### config.mk
export PLATFORM = sky130hd
export DESIGN_NAME = spi_flash_seq
export DESIGN_NICKNAME = d
export VERILOG_FILES = /design/src/rtl/spi_flash_seq.sv
export SDC_FILE = /design/constraint.sdc
export NUM_CORES = 1
export LEC_CHECK = 0
export ABC_AREA = 1
export BUFFER_PORTS_ARGS = -buffer_cell sky130_fd_sc_hd__buf_2
export CAP_MARGIN = 20
export CORE_ASPECT_RATIO = 0.75
export CORE_MARGIN = 2
export CORE_UTILIZATION = 48
export CTS_CLUSTER_DIAMETER = 100
export DETAILED_ROUTE_END_ITERATION = 8
export PLACE_DENSITY = 0.77
export SLEW_MARGIN = 20
export SYNTH_ARGS = -nofsm -noshare
export SYNTH_HDL_FRONTEND = slang
export SYNTH_SLANG_ARGS = --single-unit
### constraint.sdc
create_clock -name clk -period 2.1 [get_ports clk]
set_input_delay 0.105 -clock clk [delete_from_list [all_inputs] [get_ports clk]]
set_output_delay 0.105 -clock clk [all_outputs]
set_load 0.02 [all_outputs]
### src/rtl/spi_flash_seq.sv
module spi_flash_seq #(
  parameter int NUM_CS   = 2,
  parameter int SEG_LOG2 = 20,
  localparam int CSW     = (NUM_CS > 1) ? $clog2(NUM_CS) : 1
) (
  input  logic              clk,
  input  logic              rst_n,
  input  logic              ctrl_we,
  input  logic [CSW-1:0]    ctrl_sel,
  input  logic [31:0]       ctrl_wdata,
  input  logic              glob_we,
  input  logic [31:0]       glob_wdata,
  input  logic              acc_req,
  input  logic              acc_write,
  input  logic [CSW-1:0]    acc_cs,
  input  logic [31:0]       acc_addr,
  input  logic [1:0]        acc_len,
  input  logic [31:0]       acc_wdata,
  output logic              acc_busy,
  output logic              acc_done,
  output logic              acc_err,
  output logic [31:0]       acc_rdata,
  output logic              sh_start,
  output logic [7:0]        sh_tx,
  input  logic              sh_done,
  input  logic [7:0]        sh_rx,
  output logic [NUM_CS-1:0] cs_n
);
  localparam logic [31:0] SEG_MASK = (32'h1 << SEG_LOG2) - 32'h1;
  localparam logic [1:0] M_READ = 2'd0, M_FAST = 2'd1, M_WRITE = 2'd2, M_USER = 2'd3;

  typedef enum logic [2:0] {S_IDLE, S_CMD, S_ADDR, S_DUMMY, S_DATA, S_FIN} state_t;

  state_t          state;
  logic [31:0]     ctrl_q [NUM_CS];
  logic [31:0]     glob_q;
  logic [CSW-1:0]  cur_cs;
  logic [1:0]      cur_mode;
  logic [7:0]      cur_cmd;
  logic [31:0]     cur_addr, cur_wdata;
  logic            cur_write, cur_four, wait_q, err_q;
  logic [1:0]      cur_len;
  logic [5:0]      cur_dummy, cnt;
  logic [31:0]     rdata_q;

  wire [31:0]       sel_word = ctrl_q[acc_cs];
  wire [1:0]        sel_mode = sel_word[1:0];
  wire [7:0]        sel_cmd  = sel_word[23:16];
  wire [NUM_CS-1:0] wen_vec  = glob_q[16 +: NUM_CS];
  wire [NUM_CS-1:0] four_vec = glob_q[NUM_CS-1:0];
  wire accept   = acc_req && (state == S_IDLE);
  wire drop     = acc_write && !wen_vec[acc_cs];
  wire bad      = !drop && (sel_mode != M_USER) &&
                  ((sel_cmd == 8'h00 && sel_mode != M_READ) || (acc_write != (sel_mode == M_WRITE)));
  wire byte_done = wait_q && sh_done;
  wire [31:0] addr_sh = cur_addr  >> {cnt[1:0], 3'b000};
  wire [31:0] wd_sh   = cur_wdata >> {cnt[1:0], 3'b000};

  assign acc_busy  = (state != S_IDLE);
  assign acc_done  = (state == S_FIN);
  assign acc_err   = err_q;
  assign acc_rdata = rdata_q;
  assign sh_start  = (state == S_CMD || state == S_ADDR || state == S_DUMMY || state == S_DATA) && !wait_q;

  always_comb begin
    case (state)
      S_CMD:   sh_tx = cur_cmd;
      S_ADDR:  sh_tx = addr_sh[7:0];
      S_DUMMY: sh_tx = 8'hFF;
      S_DATA:  sh_tx = cur_write ? wd_sh[7:0] : 8'h00;
      default: sh_tx = 8'h00;
    endcase
    for (int i = 0; i < NUM_CS; i++) cs_n[i] = ctrl_q[i][2];
  end

  always_ff @(posedge clk or negedge rst_n) begin
    if (!rst_n) begin
      state <= S_IDLE;
      for (int i = 0; i < NUM_CS; i++) ctrl_q[i] <= 32'h0000_0004;
      glob_q <= '0;
      cur_cs <= '0; cur_mode <= '0; cur_cmd <= '0; cur_addr <= '0; cur_wdata <= '0;
      cur_write <= 1'b0; cur_four <= 1'b0; cur_len <= '0; cur_dummy <= '0;
      cnt <= '0; wait_q <= 1'b0; err_q <= 1'b0; rdata_q <= '0;
    end else begin
      if (ctrl_we) ctrl_q[ctrl_sel] <= ctrl_wdata;
      if (glob_we) glob_q <= glob_wdata;
      if (sh_start) wait_q <= 1'b1;
      else if (byte_done) wait_q <= 1'b0;
      case (state)
        S_IDLE: if (accept) begin
          cur_cs    <= acc_cs;
          cur_mode  <= sel_mode;
          cur_cmd   <= (sel_cmd == 8'h00 && sel_mode == M_READ) ? 8'h03 : sel_cmd;
          cur_addr  <= acc_addr & SEG_MASK;
          cur_wdata <= acc_wdata;
          cur_write <= acc_write;
          cur_four  <= four_vec[acc_cs];
          cur_len   <= acc_len;
          cur_dummy <= {sel_word[14], sel_word[7:6], 3'b000};
          rdata_q   <= '0;
          err_q     <= bad;
          cnt       <= '0;
          if (drop || bad)              state <= S_FIN;
          else if (sel_mode == M_USER)  state <= S_DATA;
          else begin
            state <= S_CMD;
            ctrl_q[acc_cs][2] <= 1'b0;
          end
        end
        S_CMD: if (byte_done) begin
          state <= S_ADDR;
          cnt   <= cur_four ? 6'd3 : 6'd2;
        end
        S_ADDR: if (byte_done) begin
          if (cnt != 6'd0) cnt <= cnt - 6'd1;
          else if (cur_mode == M_FAST && cur_dummy != 6'd0) begin
            state <= S_DUMMY;
            cnt   <= cur_dummy - 6'd1;
          end else state <= S_DATA;
        end
        S_DUMMY: if (byte_done) begin
          if (cnt != 6'd0) cnt <= cnt - 6'd1;
          else state <= S_DATA;
        end
        S_DATA: if (byte_done) begin
          if (!cur_write) rdata_q[{cnt[1:0], 3'b000} +: 8] <= sh_rx;
          if (cnt[1:0] == cur_len) begin
            state <= S_FIN;
            if (cur_mode != M_USER) ctrl_q[cur_cs][2] <= 1'b1;
          end else cnt <= cnt + 6'd1;
        end
        default: state <= S_IDLE;
      endcase
    end
  end
endmodule

==> metrics.txt <==
core area=14,300 µm²; GP Congestion=0.893; grt total ovfl=0; Pins Over Slew Limit=0; status=finished clean; Logic pwr share=38.1%; filler cell count=1,114; startpoint types=flip-flop; max_slew headroom=55.9%; die height=108 µm; CTS Root Cell=clkbuf_16; Critical Path Source=state[1]; 1st-iter DRT viols=467; GRT Util Overall=25.6%; layout cells sized above 1=20.0%; Cell Count, Final, Fillers Out=1,331; largest net degree at the start of global routing=69; crit path to=sh_tx[5]; maximum clock frequency=0.489 GHz; H-tree depth=4; Post-Syn Area=6960 µm²; NetSw=4.68 mW; min cycle time layout=2.04 ns; TritonCTS buffer count=17; Initial Util=48.6%; placed insts=1,204; sequential group share of total power=35.6%; unrepaired setup endpoints after global routing=true; YS warnings=0; worst-path fanout max=10; first-pass GRT wire length=31,100 µm; drt total wl=19,500 µm; Slew @ Worst Pin=0.661 ns; number of synthesized register bits=145; TritonCTS clock tree=yes; Internal=7.09 mW; clock sinks=145; R2R Path Start=cnt[0]; Setup TNS=0 ns; CP endpoint kind=output pin; die area=15,500 µm²; drt pass-1 iters=5; Skew-Pair Late Insertion Delay=0.42 ns; Synth Net Count=1,040; Multi-input gate area=2870 µm²; VDD IR max=0.850 mV; ANT nets after route=0; worst reg2reg endpoint=acc_rdata[17]; Setup Skew=0.0105 ns; Die W=143 µm; Clock Tree Buf Depth=2; WP data arrival=1.94 ns; # nets final=1,271; Worst Path Class, Setup=reg -> out; boundary pin count=193; Register Area=3640 µm²; ys async rst share=100%; Tcrit/Tclk final=97.4%; Vias/cell=5.03; DRC viols=0; Top FF cell, synth=dfrtp_1; CP required=2.00 ns; initial antenna violation count=0; Fin. Hold Viols=0; clock slew at reported path FFs=0.06 ns; P_leak=4.89 nW; count of different cell masters after synthesis=38; Hold Path Class=in -> reg; num rows=38; R2R Setup Slk=0.15 ns; Routed WL per cell=14.6 µm; Sw Share=39.7%; register area share after synthesis=52.2%; area delta synth->final=37.1%; Synth Area per Inst=7.85 µm²; vias in the first global route=6,440; Diodes inserted=0; Mapped Cells=887; Worst Reg-to-Reg Cells=7; worst setup margin=0.0554 ns; hpwl dp=12,100 µm; number of flops mapped to enable cells by yosys=0; clock share of power=26.3%; Placement Setup Slack=0.0825 ns; total number of vias=6,699; number of max-cap violations=0; total power=11.8 mW; Pwr Density=1230 nW/µm²; port bufs=134; Final Setup Violations=0
## cells by family (layout without fill, tap and decap cells)
kind of cell / after synthesis / in the layout / synth area share, %
compound gates: 149 / 149 / 12.3
xor+xnor: 6 / 6 / 0.755
fa+ha+maj: 6 / 6 / 1.08
buf+inv: 125 / 369 / 7.25
flops: 145 / 145 / 52.2
mux: 1 / 1 / 0.162
simple gates: 455 / 455 / 26.3
## layout make-up
class	count	area share, %
flip-flops and latches	145	38.1
clock inverters	14	1.81
multi-input cells	617	30.0
repair buffers	249	19.4
inverters	88	3.49
clock buffers	18	4.50
well taps	200	2.62
## layout by cell type, fill, tap and decap left out, types with 3 or more instances in the layout
| master | synthesis | final |
|---|---|---|
| clkbuf_16 | 0 | 18 |
| nor2_1 | 47 | 46 |
| buf_4 | 4 | 22 |
| buf_12 | 0 | 4 |
| buf_2 | 16 | 130 |
| buf_6 | 0 | 3 |
| a31oi_1 | 3 | 3 |
| nor2_4 | 2 | 3 |
| o31ai_1 | 10 | 10 |
| o21ai_1 | 7 | 8 |
| dfrtp_1 | 143 | 139 |
| ha_1 | 6 | 6 |
| nand2_1 | 351 | 350 |
| dfrtp_2 | 0 | 4 |
| dlygate4sd3_1 | 0 | 87 |
| inv_1 | 85 | 82 |
| o211ai_1 | 14 | 14 |
| inv_8 | 0 | 5 |
| nand4_1 | 4 | 4 |
| a21oi_1 | 23 | 22 |
| xnor2_1 | 4 | 4 |
| nand3_1 | 36 | 35 |
| o311ai_1 | 0 | 4 |
| o21ai_0 | 81 | 80 |
| nand2_2 | 4 | 4 |
| inv_2 | 1 | 4 |
| clkinv_4 | 0 | 3 |
## power by group through the flow
stage / Clock [mW] / Sequential, mW / Combinational, mW
floorplan: 0 / 4.13 / 2.84
global placement: 0 / 4.18 / 3.93
detailed placement: 0 / 4.21 / 3.98
CTS: 3.13 / 4.18 / 4.18
global route: 3.26 / 4.28 / 5.01
finish: 3.10 / 4.19 / 4.48
## worst min path at each step
stage	endpoint	startpoint	slack, ns	depth (start not counted)
final	glob_q[17]	glob_we	0.03	2
after global routing	glob_q[17]	glob_we	0.02	2
after CTS	glob_q[17]	glob_we	0.002	2
after detailed placement	glob_q[16]	rst_n	0.14	1
after global placement	glob_q[17]	rst_n	0.14	1
after floorplan	acc_err	rst_n	-0.19	0
## state kept, by name, summed over array words and instances (netlist names)
register and flops:
acc_err 1, acc_rdata 32, cnt 6, cs_n 2, ctrl_q 26, cur_addr 20, cur_cmd 8, cur_cs 1
cur_dummy 3, cur_four 1, cur_len 2, cur_mode 2, cur_wdata 32, cur_write 1, glob_q 4, state 3
wait_q 1
## synthesized netlist by cell type (6+ instances only)
master | instances | share of area, %
nand2_1 | 351 | 19
dfrtp_1 | 143 | 51
inv_1 | 85 | 4.6
o21ai_0 | 81 | 5.8
nor2_1 | 47 | 2.5
nand3_1 | 36 | 2.6
a21oi_1 | 23 | 1.7
buf_2 | 16 | 1.2
o211ai_1 | 14 | 1.5
clkbuf_1 | 10 | 0.54
o31ai_1 | 10 | 1.1
buf_1 | 7 | 0.38
o21ai_1 | 7 | 0.50
ha_1 | 6 | 1.1
## critical path, stage by stage, from the launching register on
cell	delay, ns
dfrtp_1	0.38
buf_4	0.14
nor2_4	0.12
nand2_4	0.13
nor2_1	0.13
buf_4	0.18
nand2_1	0.09
o311ai_1	0.11
buf_2	0.24
## routing by layer
metal / vias up / wire, µm / GRT usage, %
met5: - / 0 / 0
met3: 21 / 1280 / 4.96
li1: 3282 / - / -
met1: 3137 / 8710 / 34.9
met4: 0 / 204 / 5.87
met2: 259 / 9280 / 42.6
## what timing repair did
| action | 4_1_cts | 5_1_grt |
|---|---|---|
| pin swaps | 0 | 4 |
| setup endpoints to repair | 8 | 14 |
| hold buffers | 87 | 0 |
| hold endpoints to repair | 158 | 0 |
| resized for setup | 10 | 19 |
| cloned | 0 | 1 |
| setup buffers | 0 | 7 |
## per-stage QoR
stage | utilization, % | hold WS (ns) | instance area (µm²)
4_1_cts | 65.8 | 0.00215 | 9410
3_3_place_gp | 55.4 | 0.143 | 7930
6_report | 66.7 | 0.0289 | 9540
2_1_floorplan | - | -0.191 | 6970
3_5_place_dp | 55.4 | 0.143 | 7930
5_1_grt | 66.7 | 0.0217 | 9540
Note: power is estimated with default switching activity, not from simulation.
